--- config.mk ---
export PLATFORM = sky130hd
export DESIGN_NAME = rsf_status_file
export DESIGN_NICKNAME = d
export VERILOG_FILES = /design/src/rtl/rsf_pkg.sv /design/src/rtl/rsf_entry.sv /design/src/rtl/rsf_read_port.sv /design/src/rtl/rsf_status_file.sv
export SDC_FILE = /design/constraint.sdc
export NUM_CORES = 1
export LEC_CHECK = 0
export ABC_CLOCK_PERIOD_IN_PS = 3200
export BUFFER_PORTS_ARGS = -buffer_cell sky130_fd_sc_hd__buf_4
export CAP_MARGIN = 30
export CORE_ASPECT_RATIO = 0.6
export CORE_MARGIN = 2
export CORE_UTILIZATION = 40
export CTS_CLUSTER_SIZE = 30
export DETAILED_ROUTE_END_ITERATION = 10
export GPL_TIMING_DRIVEN = 0
export PLACE_DENSITY = 0.64
export SYNTH_ARGS = -nofsm -noshare
export SYNTH_HDL_FRONTEND = slang
export SYNTH_SLANG_ARGS = --single-unit
--- constraint.sdc ---
create_clock -name clk -period 3.2 [get_ports clk]
set_input_delay 0.32 -clock clk [delete_from_list [all_inputs] [get_ports clk]]
set_output_delay 0.32 -clock clk [all_outputs]
set_load 0.005 [all_outputs]
--- src/rtl/rsf_pkg.sv ---
package rsf_pkg;
   // Outcome of one source lookup.
   typedef enum logic {
      SRC_WAIT  = 1'b0,
      SRC_READY = 1'b1
   } src_kind_e;
endpackage

--- src/rtl/rsf_entry.sv ---
module rsf_entry #(
   parameter int DATA_W = 32,
   parameter int TAG_W  = 5
) (
   input  logic              clk,
   input  logic              rst_n,
   input  logic              claim,
   input  logic [TAG_W-1:0]  claim_tag,
   input  logic              bus_valid,
   input  logic [TAG_W-1:0]  bus_tag,
   input  logic [DATA_W-1:0] bus_data,
   output logic              pend_o,
   output logic [TAG_W-1:0]  tag_o,
   output logic [DATA_W-1:0] val_o
);
   logic              pend_q;
   logic [TAG_W-1:0]  tag_q;
   logic [DATA_W-1:0] val_q;
   logic              snoop_hit;

   assign snoop_hit = bus_valid && pend_q && (tag_q == bus_tag);

   // A new claim wins over a completing producer in the same cycle.
   always_ff @(posedge clk or negedge rst_n) begin
      if (!rst_n) begin
         pend_q <= 1'b0;
         tag_q  <= '0;
         val_q  <= '0;
      end else if (claim) begin
         pend_q <= 1'b1;
         tag_q  <= claim_tag;
      end else if (snoop_hit) begin
         pend_q <= 1'b0;
         val_q  <= bus_data;
      end
   end

   assign pend_o = pend_q;
   assign tag_o  = tag_q;
   assign val_o  = val_q;
endmodule

--- src/rtl/rsf_read_port.sv ---
module rsf_read_port
   import rsf_pkg::*;
#(
   parameter int NUM_REGS  = 16,
   parameter int DATA_W    = 32,
   parameter int TAG_W     = 5,
   parameter bit BYPASS_EN = 1'b1,
   localparam int IDX_W    = $clog2(NUM_REGS)
) (
   input  logic [IDX_W-1:0]                 idx,
   input  logic [NUM_REGS-1:0]              pend_vec,
   input  logic [NUM_REGS-1:0][TAG_W-1:0]   tag_arr,
   input  logic [NUM_REGS-1:0][DATA_W-1:0]  val_arr,
   input  logic                             bus_valid,
   input  logic [TAG_W-1:0]                 bus_tag,
   input  logic [DATA_W-1:0]                bus_data,
   output src_kind_e                        kind,
   output logic [DATA_W-1:0]                data,
   output logic [TAG_W-1:0]                 tag
);
   logic              sel_pend;
   logic [TAG_W-1:0]  sel_tag;
   logic [DATA_W-1:0] sel_val;

   assign sel_pend = pend_vec[idx];
   assign sel_tag  = tag_arr[idx];
   assign sel_val  = val_arr[idx];

   generate
      if (BYPASS_EN) begin : g_bypass
         logic fwd;
         assign fwd = sel_pend && bus_valid && (sel_tag == bus_tag);
         always_comb begin
            if (!sel_pend) begin
               kind = SRC_READY;
               data = sel_val;
               tag  = '0;
            end else if (fwd) begin
               kind = SRC_READY;
               data = bus_data;
               tag  = '0;
            end else begin
               kind = SRC_WAIT;
               data = '0;
               tag  = sel_tag;
            end
         end
      end else begin : g_plain
         always_comb begin
            kind = sel_pend ? SRC_WAIT : SRC_READY;
            data = sel_pend ? '0 : sel_val;
            tag  = sel_pend ? sel_tag : '0;
         end
      end
   endgenerate
endmodule

--- src/rtl/rsf_status_file.sv ---
module rsf_status_file
   import rsf_pkg::*;
#(
   parameter int NUM_REGS  = 16,
   parameter int DATA_W    = 32,
   parameter int TAG_W     = 5,
   parameter bit BYPASS_EN = 1'b1,
   localparam int IDX_W    = $clog2(NUM_REGS)
) (
   input  logic              clk,
   input  logic              rst_n,
   input  logic [IDX_W-1:0]  src_a_idx,
   output logic              src_a_ready,
   output logic [DATA_W-1:0] src_a_data,
   output logic [TAG_W-1:0]  src_a_tag,
   input  logic [IDX_W-1:0]  src_b_idx,
   output logic              src_b_ready,
   output logic [DATA_W-1:0] src_b_data,
   output logic [TAG_W-1:0]  src_b_tag,
   input  logic              iss_valid,
   input  logic [IDX_W-1:0]  iss_dst,
   input  logic [TAG_W-1:0]  iss_tag,
   input  logic              bus_valid,
   input  logic [TAG_W-1:0]  bus_tag,
   input  logic [DATA_W-1:0] bus_data
);
   generate
      if (NUM_REGS < 2 || (1 << IDX_W) != NUM_REGS) begin : g_bad_regs
         $error("NUM_REGS must be a power of two, at least 2");
      end
      if (DATA_W < 1 || TAG_W < 1) begin : g_bad_width
         $error("DATA_W and TAG_W must be positive");
      end
   endgenerate

   logic [NUM_REGS-1:0]             pend_q;
   logic [NUM_REGS-1:0][TAG_W-1:0]  tag_q;
   logic [NUM_REGS-1:0][DATA_W-1:0] val_q;

   generate
      for (genvar i = 0; i < NUM_REGS; i++) begin : g_reg
         rsf_entry #(.DATA_W(DATA_W), .TAG_W(TAG_W)) u_entry (
            .clk       (clk),
            .rst_n     (rst_n),
            .claim     (iss_valid && (iss_dst == IDX_W'(i))),
            .claim_tag (iss_tag),
            .bus_valid (bus_valid),
            .bus_tag   (bus_tag),
            .bus_data  (bus_data),
            .pend_o    (pend_q[i]),
            .tag_o     (tag_q[i]),
            .val_o     (val_q[i])
         );
      end
   endgenerate

   src_kind_e kind_a, kind_b;

   rsf_read_port #(
      .NUM_REGS(NUM_REGS), .DATA_W(DATA_W), .TAG_W(TAG_W), .BYPASS_EN(BYPASS_EN)
   ) u_port_a (
      .idx(src_a_idx), .pend_vec(pend_q), .tag_arr(tag_q), .val_arr(val_q),
      .bus_valid(bus_valid), .bus_tag(bus_tag), .bus_data(bus_data),
      .kind(kind_a), .data(src_a_data), .tag(src_a_tag)
   );

   rsf_read_port #(
      .NUM_REGS(NUM_REGS), .DATA_W(DATA_W), .TAG_W(TAG_W), .BYPASS_EN(BYPASS_EN)
   ) u_port_b (
      .idx(src_b_idx), .pend_vec(pend_q), .tag_arr(tag_q), .val_arr(val_q),
      .bus_valid(bus_valid), .bus_tag(bus_tag), .bus_data(bus_data),
      .kind(kind_b), .data(src_b_data), .tag(src_b_tag)
   );

   assign src_a_ready = (kind_a == SRC_READY);
   assign src_b_ready = (kind_b == SRC_READY);
endmodule

After elaboration in Yosys (flattened, before gate mapping)
Index checks and enable logic that the tools add are counted.

storage, ports and cells
  register bits = 608
  bits of input ports = 58
  output and inout bits = 76
  logic and storage cells = 240

cells by class
  $lt $le $gt $ge = 2
  equality and inequality tests = 33
  muxes and demuxes = 56
  bitwise gates (word level) = 16
  reductions and logical operators = 85

operator list
  operator            number
  $bmux 32 s4         2
  $mux 32             6
  $eq 5x5->1          18
  $logic_and 1x1->1   52
  $bmux 5 s4          2
  $mux 1              38
  $eq 4x4->1 const B  8
  $reduce_and 2->1    16
  $reduce_bool 2->1   16
  $mux 5              6
  $eq 4x3->1 const B  4
  $not 1->1           16
  $lt 4x5->1 const B  2
  $bmux 1 s4          2
  $eq 4x2->1 const B  2
  $eq 4x1->1 const B  1
  $logic_not 4->1     1

Depth between registers and ports, before layout
Gate-level depths: netlist (run 1).

  depth in word-level cells = 6
  gate-level depth with buffers = 10
  depth with buffers taken out = 6

Hierarchy
Synthesis (run 1) repeated with hierarchy kept, for this count alone.

unflattened totals
  cell total of the unflattened synthesis = 2203
  area total of the unflattened synthesis = 36717.7 um^2

modules (own cells, without submodules)
  module           times used  cells an instance  area an instance (um^2)  seq. area each (um^2)
  rsf_entry        16          89                 1620.3                   950.9
  rsf_read_port    2           378                5337.6                   0.0
  rsf_status_file  1           23                 117.6                    0.0

Worst setup path before layout (run 1)
OpenSTA, ideal clock, no wires.

  path type = input -> output
  start = input port src_a_idx[0]
  end = output port src_a_data[19]
  arrival = 2.797 ns
  data required time = 2.880 ns
  slack = 0.083 ns
  cell stages on the path = 7
  path buffers = 4
  cell sequence = buf_2 clkbuf_1 clkbuf_1 buf_1 mux4_2 mux4_2 a22o_1

on the way
  word-level cells in the longest chain between the ends = 6
  elaborated cells on any way between the ends = 11
  classes of those cells = eq/ne (1); mux (8); reduce/logical (2)

ends and longest elaborated chain
  item                                                           RTL line                                  RTL
  start, declared                                                rsf_status_file.sv:12                     input logic [IDX_W-1:0] src_a_idx,
  $bmux 5 s4 / $bmux 1 s4 (equally long branches)                rsf_read_port.sv:26, rsf_read_port.sv:25
  $mux 5 (implied by the code) / $mux 1 (equally long branches)  rsf_read_port.sv:26, rsf_read_port.sv:25
  $eq 5x5->1 / $logic_and 1x1->1 (equally long branches)         rsf_read_port.sv:32                       assign fwd = sel_pend && bus_valid && (sel_tag == bus_tag);
  $logic_and 1x1->1                                              rsf_read_port.sv:32
  $mux 32                                                        rsf_read_port.sv:38                       end else if (fwd) begin
  $mux 32 (*)                                                    rsf_read_port.sv:34                       if (!sel_pend) begin
  end, declared                                                  rsf_status_file.sv:14                     output logic [DATA_W-1:0] src_a_data,

Mark *: on every way between the ends. The rest lies on a longest branch, timed or not. The select of a mux whose other input is x is not followed.

Worst setup path in the final report (run 1)
  start = register g_reg[1].u_entry.tag_q[2]
  end = output port src_a_data[20]

on the way
  word-level cells in the longest chain between the ends = 6

ends and longest elaborated chain
  item                          RTL line             RTL
  start, declared               rsf_entry.sv:17      logic [TAG_W-1:0] tag_q;
  start signal, assigned        rsf_entry.sv:31      tag_q <= claim_tag;
  $bmux 5 s4                    rsf_read_port.sv:26  assign sel_tag = tag_arr[idx];
  $mux 5 (implied by the code)  rsf_read_port.sv:26
  $eq 5x5->1                    rsf_read_port.sv:32
  $logic_and 1x1->1             rsf_read_port.sv:32
  $mux 32                       rsf_read_port.sv:38
  $mux 32                       rsf_read_port.sv:34

No other way between the ends. The select of a mux whose other input is x is not followed.

==> results by group, run 1 <==
Critical path
  • Most used cell, CP: mux4_2
  • Worst r2r path cells: 7
  • Startpoint Class: flop
  • Crit path DAT: around 3.6 ns
  • Kind of end point of the critical path: primary output
  • CP delay by family, top: multiplexers
  • Crit-path slowest cell: mux4_2
  • Worst Path Buf+Inv: 3
  • Crit path required time: 2.88 ns
  • Levels on crit path: 9
  • Crit path kind: flop to primary output
  • Crit path max fanout: 5
  • Crit path cell chain: mux4_2 > mux4_2 > xnor2_2 > nand3_2 > nor4_4 > buf_6 > buf_12 > a22o_1 > buf_4
  • Critical Path Max Stage Delay: 0.53 ns

Timing
  • F_max: 253 MHz
  • Worst-margin pin slew: 1.06 ns
  • Slew HR: 0.295
  • Slew Limit Fails: 0
  • WHS: between 0.1 and 0.15 ns
  • RSZ-0062 raised after global routing: true
  • Final hold viol count: 0
  • Fin crit period: 3.96 ns
  • Final WS setup: -0.758 ns
  • Setup Viol. Count Final: 76
  • Tcrit/Tclk final: 1.24
  • Final setup TNS: -42.28 ns
  • Layout Skew: 0.0505 ns

Routing
  • DRT iter0 DRCs: approximately 2600
  • Final WL: roughly 120000 um
  • DR WL/cell: between 30 and 40 um
  • Post-DRT Antenna Nets: 0
  • Number of remaining DRC errors: 0
  • Via count: 22900
  • Drt first pass iters: 5
  • Vias per cell: between 6 and 7

Clock network
  • CTS sink count: ~610
  • H-tree lvl count: 2
  • CTS tree: yes
  • Clock-pin slew on the worst setup and hold paths: 0.06 ns
  • Bufs on Longest Clock Path: 3
  • Worst-Skew Late Latency: just under 0.7 ns
  • CTS root buf: clkbuf_16
  • Num CTS Buffers: 60

Synth
  • Ranking of synthesized cells by area: dfrtp_1, mux4_2, mux2_2
  • Avg Cell Area, Syn: 15.5 um2
  • Seq/Total Area, Yosys: 0.451
  • Number of flops mapped to enable cells by yosys: 0
  • Top_reg_cell synth: dfrtp_1
  • Yosys warns: 0
  • Syn_nets: around 2200
  • Cells after Synth: 2171
  • Synth area leader: dfrtp_1
  • Count leader, synth: dfrtp_1
  • Synth top area share: 0.451
  • Post-synthesis cell area: 0.0337 mm2
  • Commonest cells in the netlist: dfrtp_1, mux2_2, mux4_2, clkbuf_1, buf_1
  • Async set-reset flop share out of synthesis: 1.00
  • Synth Register Bits: 608
  • Post-synth cell types: 49

Finish
  • # nets final: approximately 2500
  • Non-filler cells, final: 3633
  • FILL cells: 7175
  • Multi-input gate area: between 0.015 and 0.02 mm2
  • Reg area: 0.0153 mm2
  • Final core utilization: 0.481
  • Fraction of layout cells with a size suffix above 1: 0.576
  • Area Overhead vs Synth: 19.0%

Floorplanning
  • # rows: 82
  • DIE AREA: 0.0868 mm2
  • Starting density of the core: 0.404
  • I/O pin cnt: 134
  • Die Wd: around 380 um
  • Die Span Y: 229 um
  • Core Area: 0.0835 mm2

Pwr
  • Peak VDD IR: 0.527 mV
  • Logic pwr share: 0.356
  • Power share of the sequential group: 0.422
  • Clock network fraction of total power: 0.222
  • Pwr per Cell Area: 801 mW/mm2
  • Pleak: between 0.015 and 0.02 uW
  • Sw power: 10300 uW
  • Internal power: 21900 uW
  • Sw frac: 0.320

Status
  • Status: finished with violations
  • Failing checks: negative setup slack

Place
  • DP Cell Count: roughly 3500
  • Port-buffer cells: 92
  • GP Congestion: a little under 1
  • Detail Placement HPWL: just under 90000 um

GRT
  • First-pass GRT wire length: 173000 um
  • GRT Total Usage: 0.280
  • Largest net degree at the start of global routing: between 100 and 150
  • Antenna violations before repair: 5
  • Congestion Overflow GR: 0
  • Number of global-route vias before repair: between 20000 and 25000

Job
  • Max-cap viol count: 0

Worst hold path
  • Min-delay worst type: input pin to flop
  • Hold path depth: 4
## power by group through the flow
stage | registers [uW] | clock network (uW) | logic (uW)
6_report | 13600 | 7130 | 11500
5_1_grt | 13900 | 7550 | 12100
4_1_cts | 13400 | 7230 | 11100
3_5_place_dp | 13600 | 0 | 10500
3_3_place_gp | 13200 | 0 | 10100
2_1_floorplan | 12500 | 0 | 7670
## final timing paths
kind | start | endpoint | slack, ns
hold / removal | iss_dst[1] | g_reg[0].u_entry.pend_o | 0.11
hold reg to reg | g_reg[2].u_entry.val_o[8] | g_reg[2].u_entry.val_o[8] | 0.52
setup / recovery | g_reg[1].u_entry.tag_o[2] | src_a_data[20] | -0.76
max in group asynchronous | rst_n | g_reg[1].u_entry.tag_o[1] | 0.49
min in group asynchronous | rst_n | g_reg[0].u_entry.val_o[25] | 0.18
setup reg to reg | g_reg[14].u_entry.tag_o[3] | g_reg[14].u_entry.val_o[10] | 0.13
## state kept, by name, summed over array words and instances (netlist names)
signal,count
g.u_entry.val_o,512
g.u_entry.tag_o,80
g.u_entry.pend_o,16
## worst reg2reg max path, cell delays in order (launching register included)
cell and delay [ns]:
dfrtp_1 0.41, buf_4 0.15, xnor2_1 0.58, nand4_1 0.21
or3_1 0.39, clkbuf_1 0.31, clkbuf_1 0.50, mux2_2 0.44
## cell usage in the layout, fill, tap and decap left out, drive strengths merged, types with 18 or more instances in the layout
cell type  instances
nand3             18
buf              294
nand2             19
xor2              20
mux4             365
dfrtp            608
xnor2             44
clkbuf           254
a32o              32
mux2             590
mux2i             30
inv               24
a22o              33
## per-stage QoR
step / total power, uW / setup WS, ns / cell area [um2]
global route: 33500 / -0.758 / 40200
finish: 32200 / -0.758 / 40200
detailed placement: 24100 / -1.20 / 36800
global placement: 23300 / -4.84 / 35900
CTS: 31800 / -0.731 / 39600
floorplan: 20200 / 0.0834 / 33700
## kinds of logic after synthesis
| logic type | Yosys count | synth area share |
|---|---|---|
| multiplexers | 985 | 0.450 |
| flip-flops | 608 | 0.451 |
| buffers and inverters | 274 | 0.0322 |
| AO/OA/AOI/OAI | 133 | 0.0323 |
| AND/OR/NAND/NOR | 107 | 0.0174 |
| XOR/XNOR | 64 | 0.0168 |
## layer usage
metal / track usage / wire, um
met5: 0 / 13
met4: 0.0615 / 2560
met3: 0.113 / 14600
met2: 0.384 / 50600
met1: 0.414 / 53100
## what timing repair did
| action | 4_1_cts | 5_1_grt |
|---|---|---|
| pin swaps | 18 | 16 |
| setup buffers | 28 | 26 |
| hold buffers | 6 | 0 |
| setup endpoints to repair | 204 | 156 |
| resized for setup | 195 | 81 |
| cloned | 2 | 2 |
| endpoints found under the hold margin | 118 | 0 |
## final cells by class
cell class / count / area share
buffer: 247 / 0.0290
clock buffer: 83 / 0.0423
multi-input combinational: 1289 / 0.442
antenna: 2 / 0.000125
timing repair buffer: 226 / 0.0641
tap: 1134 / 0.0353
inverter: 26 / 0.00246
sequential: 608 / 0.380
clock inverter: 18 / 0.00495
Power figures use the tool's default switching activity.
==> run 2, diff against run 1 <==
- BUFFER_PORTS_ARGS: -buffer_cell sky130_fd_sc_hd__buf_4 -> -buffer_cell sky130_fd_sc_hd__clkbuf_2
==> results by group, run 2 (synthesized netlist as in run 1, its figures left out) <==
Floorplanning
  • DIE AREA: 0.0868 mm2 (unchanged)
  • Starting density of the core: 0.404 (unchanged)
  • Die Span Y: 229 um (unchanged)
  • Core Area: 0.0835 mm2 (unchanged)
  • I/O pin cnt: 134 (unchanged)
  • # rows: 82 (unchanged)
  • Die Wd: 379 um (unchanged)

Finish
  • Commonest non-fill, non-tap cell in the layout: mux2_2
  • Non-filler cells, final: 3608 (-0.69%)
  • # nets final: 2490 (-1.0%)
  • Fraction of layout cells with a size suffix above 1: 0.574 (-0.00273)
  • Number of diodes: 0 (-2)
  • Commonest non-fill, non-tap cells in the layout: mux2_2, dfrtp_1, mux4_2
  • Area Overhead vs Synth: 17.7%
  • Max FFs per register: 512 (unchanged)

Clock network
  • CTS sink count: 608 (unchanged)
  • CTS root buf: clkbuf_16
  • Num CTS Buffers: 56 (-6.7%)
  • Bufs on Longest Clock Path: 3 (unchanged)
  • Worst-Skew Late Latency: 0.66 ns (-0.03 ns)
  • H-tree lvl count: 2 (unchanged)
  • CTS tree: yes
  • Clock-pin slew on the worst setup and hold paths: 0.07 ns (about the same)

Timing
  • Worst-margin pin slew: 1.09 ns (+0.0342 ns)
  • Fin crit period: 3.98 ns (+0.0182 ns)
  • Slew HR: 0.272 (-0.0228)
  • Setup Viol. Count Final: 85 (+12%)
  • F_max: 251 MHz (-0.46%)
  • Final setup TNS: -41.89 ns (+0.393 ns)
  • Final hold viol count: 0 (unchanged)
  • Slew Limit Fails: 0 (unchanged)
  • RSZ-0062 raised after global routing: true
  • Layout Skew: 0.0218 ns (-0.0287 ns)
  • Final WS setup: -0.776 ns (-0.0182 ns)
  • WHS: 0.0418 ns (-0.0697 ns)
  • Tcrit/Tclk final: 1.24 (+0.00570)

Routing
  • Via count: 23200 (+1.4%)
  • Drt first pass iters: 8 (+3)
  • Post-DRT Antenna Nets: 0 (unchanged)
  • Number of remaining DRC errors: 0 (unchanged)
  • DRT iter0 DRCs: 2712 (+6.2%)
  • Final WL: 116000 um (-3.6%)
  • DR WL/cell: 32.3 um (-3.0%)
  • Vias per cell: 6.44 (+2.1%)

Critical path
  • Crit path DAT: 3.66 ns (+0.02 ns)
  • CP delay by family, top: multiplexers
  • Crit-path slowest cell: mux4_2
  • Critical Path Max Stage Delay: 0.58 ns (+0.05 ns)
  • Crit path cell chain: mux4_2 > mux4_2 > xnor2_4 > o31ai_4 > nor4_4 > buf_6 > clkbuf_16 > a22o_4 > clkbuf_2
  • Worst Path Buf+Inv: 3 (unchanged)
  • Crit path max fanout: 5 (unchanged)
  • Most used cell, CP: mux4_2
  • Crit path kind: flop to primary output
  • Startpoint Class: flop
  • Crit path required time: 2.88 ns (about the same)
  • Kind of end point of the critical path: primary output

Status
  • Failing checks: negative setup slack
  • Status: finished with violations

Worst hold path
  • Min-delay worst type: input pin to flop

GRT
  • Number of global-route vias before repair: 23600 (-1.3%)
  • Antenna violations before repair: 2 (-3)
  • First-pass GRT wire length: 169000 um (-2.6%)
  • Congestion Overflow GR: 0 (unchanged)
  • GRT Total Usage: 0.268 (-0.0112)
  • Largest net degree at the start of global routing: 117 (-7.9%)

Place
  • DP Cell Count: 3444 (-0.43%)
  • Detail Placement HPWL: 83800 um (-3.8%)
  • GP Congestion: 1.00 (+1.8%)
  • Port-buffer cells: 92 (unchanged)
  • Post-place setup slack: -1.55 ns (-0.359 ns)

Pwr
  • Pwr per Cell Area: 803 mW/mm2 (+0.27%)
  • Peak VDD IR: 0.452 mV (-14%)
  • Pleak: 0.0173 uW (-0.98%)
  • Total power: 31900 uW (-0.86%)

Job
  • Max-cap viol count: 0 (unchanged)
-- run 2: final cells by class --
| class | instances | area, um2 |
|---|---|---|
| Fill cell | 7197 | 43800 |
| Multi-Input combinational cell | 1289 | 17800 |
| Sequential cell | 608 | 15300 |
| Timing Repair Buffer | 203 | 2080 |
| Clock buffer | 72 | 1560 |
| Tap cell | 1134 | 1420 |
| Buffer | 248 | 1200 |
| Clock inverter | 28 | 323 |
| Inverter | 26 | 104 |
-- run 2: where the power goes --
part / leakage [uW] / switching [uW] / internal [uW]
clock: 0.000919 / 3210 / 3930
combinational: 0.00851 / 4280 / 6900
sequential: 0.00785 / 2630 / 10900
-- run 2: metal layers --
layer,vias to the layer above,global-route usage,routed length (um)
li1,9059,-,-
met3,218,0.0828,13300
met2,1370,0.373,49300
met5,-,0.00832,109
met4,4,0.0646,2990
met1,12600,0.407,50700
-- run 2: worst paths after layout --
check | from | endpoint | slack, ns | depth (start not counted)
worst min register to register | g_reg[10].u_entry.val_o[27] | g_reg[10].u_entry.val_o[27] | 0.52 | 1
min in group asynchronous | rst_n | g_reg[14].u_entry.val_o[25] | 0.25 | 2
worst min-delay path | iss_tag[3] | g_reg[14].u_entry.tag_o[3] | 0.04 | 2
worst max register to register | g_reg[7].u_entry.tag_o[1] | g_reg[7].u_entry.val_o[22] | 0.07 | 6
max in group asynchronous | rst_n | g_reg[0].u_entry.val_o[8] | 0.51 | 6
worst max-delay path | g_reg[15].u_entry.tag_o[3] | src_a_data[22] | -0.78 | 9
-- run 2: timing repair --
| item | in CTS | in global routing |
|---|---|---|
| setup buffers | 21 | 24 |
| hold endpoints to repair | 105 | 0 |
| hold buffers | 2 | 0 |
| endpoints found under the setup margin | 100 | 344 |
| gates cloned | 1 | 5 |
| resized for setup | 173 | 116 |
| pin swaps | 21 | 26 |
-- run 2: stage by stage --
stage / util / area [um2]
2_1_floorplan: - / 33700
4_1_cts: 0.467 / 39000
3_5_place_dp: 0.436 / 36400
6_report: 0.475 / 39700
5_1_grt: 0.475 / 39700
3_3_place_gp: 0.427 / 35600
==> run 3, diff against run 2 <==
- CTS_BUF_LIST: unset -> sky130_fd_sc_hd__clkbuf_4 sky130_fd_sc_hd__clkbuf_8
- SLEW_MARGIN: unset -> 20
==> results by group, run 3 (synthesized netlist as in run 1, its figures left out) <==
Floorplanning
  • Starting density of the core: 0.404 (unchanged)
  • I/O pin cnt: 134 (unchanged)
  • DIE AREA: 0.0868 mm2 (unchanged)
  • Die Wd: 379 um (unchanged)
  • # rows: 82 (unchanged)
  • Die Span Y: 229 um (unchanged)
  • Core Area: 0.0835 mm2 (unchanged)

Timing
  • F_max: 245 MHz (-2.7%)
  • Slew Limit Fails: 0 (unchanged)
  • Final hold viol count: 0 (unchanged)
  • Layout Skew: 0.0605 ns (+0.0388 ns)
  • Tcrit/Tclk final: 1.28 (+0.0351)
  • Final WS setup: -0.888 ns (-0.112 ns)
  • Setup Viol. Count Final: 78 (-8.2%)
  • Slew HR: 0.281 (+0.00958)
  • Worst-margin pin slew: 1.08 ns (-0.0144 ns)
  • Fin crit period: 4.09 ns (+0.112 ns)
  • RSZ-0062 raised after global routing: true

Finish
  • Post-route design area: 0.0399 mm2 (+0.41%)
  • # nets final: 2536 (+1.8%)
  • Max FFs per register: 512 (unchanged)
  • Commonest non-fill, non-tap cells in the layout: mux2_2, dfrtp_1, mux4_2
  • Commonest non-fill, non-tap cell in the layout: mux2_2
  • Area Overhead vs Synth: 18.1%
  • Final core utilization: 0.477 (+0.00193)
  • Fraction of layout cells with a size suffix above 1: 0.585 (+0.0113)

Status
  • Status: finished with violations
  • Failing checks: negative setup slack

Clock network
  • CTS tree: yes
  • CTS sink count: 608 (unchanged)
  • Clock-pin slew on the worst setup and hold paths: 0.08 ns (about the same)
  • H-tree lvl count: 3 (+1)
  • Bufs on Longest Clock Path: 3 (unchanged)
  • Worst-Skew Late Latency: 0.81 ns (+0.15 ns)
  • Num CTS Buffers: 94 (+68%)
  • CTS root buf: clkbuf_8

Critical path
  • Worst r2r path cells: 6 (unchanged)
  • Kind of end point of the critical path: primary output
  • Reg2reg setup slack: 0.15 ns (+0.08 ns)
  • Crit path DAT: 3.77 ns (+0.11 ns)
  • Origin of the critical flop-to-flop path: g_reg[7].u_entry.tag_o[1]
  • R2R Path End: g_reg[7].u_entry.val_o[25]
  • Crit path required time: 2.88 ns (about the same)
  • Crit path kind: flop to primary output
  • Startpoint Class: flop
  • Crit path max fanout: 7 (+2)

Routing
  • DRT iter0 DRCs: 2691 (-0.77%)
  • Drt first pass iters: 7 (-1)
  • Vias per cell: 6.35 (-1.4%)
  • Post-DRT Antenna Nets: 0 (unchanged)
  • Via count: 23400 (+0.72%)
  • Final WL: 118000 um (+1.4%)
  • Number of remaining DRC errors: 0 (unchanged)
  • DR WL/cell: 32.0 um (-0.76%)

GRT
  • GRT Total Usage: 0.272 (+0.00321)
  • Largest net degree at the start of global routing: 91 (-22%)
  • Antenna violations before repair: 4 (+2)
  • Number of global-route vias before repair: 23600 (+0.064%)
  • Congestion Overflow GR: 0 (unchanged)
  • First-pass GRT wire length: 169000 um (+0.25%)

Place
  • Post-place setup slack: -1.47 ns (+0.0880 ns)
  • Area post-placement: 0.0362 mm2 (-0.53%)
  • GP Congestion: 1.00 (unchanged)
  • Port-buffer cells: 92 (unchanged)
  • Detail Placement HPWL: 83900 um (+0.11%)

Worst hold path
  • Hold wc startpoint: bus_data[8]
  • Hold path endpoint: g_reg[13].u_entry.val_o[8]
  • Min-delay worst type: input pin to flop
  • Hold path depth: 2 (unchanged)

Pwr
  • Peak VDD IR: 0.449 mV (-0.67%)
  • Pleak: 0.0175 uW (+1.1%)
  • Pwr per Cell Area: 802 mW/mm2 (about the same)

Job
  • Max-cap viol count: 0 (unchanged)
==> run 3: changes by cell type in the layout (fill, tap and decap cells not counted), moves of 8 or more <==
cell           change
buf_1              -8
buf_4             +11
buf_6             +17
buf_8             -33
clkbuf_16         -58
clkbuf_4          +22
clkbuf_8         +112
dlygate4sd3_1     +17
==> run 3: layout make-up <==
cell class	count	area, um2
sequential	608	15300
clock buffer	147	1850
timing repair buffer	211	2040
fill	7217	43600
clock inverter	17	161
tap	1134	1420
inverter	26	104
multi-input combinational	1289	17800
antenna	6	15.0
buffer	248	1250
==> run 3: power breakdown <==
group | switching (uW) | internal [uW]
logic | 4330 | 6940
clock network | 3330 | 3840
registers | 2620 | 10900
total | 10300 | 21700
==> run 3: critical path, stage by stage (launching register included) <==
cell and delay (ns):
dfrtp_2 0.43, mux4_2 0.46, mux4_2 0.58, xnor2_4 0.29, o31ai_4 0.14, nor4_4 0.34, buf_12 0.22, buf_12 0.16
a22o_1 0.19, buf_2 0.13
==> run 3: per-layer routing <==
metal,global-route usage,wire [um],up-vias
li1,-,-,9153
met1,0.404,51000,12800
met3,0.0954,13900,186
met5,0.00555,81,-
met2,0.376,50500,1320
met4,0.0697,2640,4
==> run 3: worst max path at each step <==
| stage | start | to | slack, ns | cells after the start |
|---|---|---|---|---|
| 6_report | g_reg[7].u_entry.tag_o[3] | src_a_data[3] | -0.89 | 9 |
| 5_1_grt | g_reg[1].u_entry.tag_o[3] | src_a_data[3] | -0.94 | 9 |
| 4_1_cts | g_reg[15].u_entry.tag_o[2] | src_a_data[5] | -0.82 | 9 |
| 3_5_place_dp | src_a_idx[2] | src_a_tag[0] | -1.47 | 10 |
| 3_3_place_gp | rst_n | g_reg[0].u_entry.val_o[7] | -12.17 | 1 |
| 2_1_floorplan | src_a_idx[0] | src_a_data[19] | 0.08 | 7 |
==> run 3: what timing repair did <==
action	CTS	global route
setup buffers	24	21
endpoints found under the hold margin	165	0
gates resized for setup	156	112
pin swaps	28	33
hold buffers	19	0
setup endpoints to repair	77	154
gates cloned	2	4
==> run 3: per-stage QoR <==
| stage | total power [uW] | std cells | setup TNS (ns) | hold slack (ns) |
|---|---|---|---|---|
| global route | 33400 | 3684 | -53.34 | 0.0142 |
| detailed placement | 23800 | 3432 | -294.53 | 0.428 |
| floorplan | 20200 | 2171 | 0 | 0.0244 |
| CTS | 31500 | 3641 | -43.90 | 0.0000523 |
| global placement | 23100 | 3397 | -7612.74 | 0.499 |
| finish | 32000 | 3686 | -47.03 | 0.0370 |
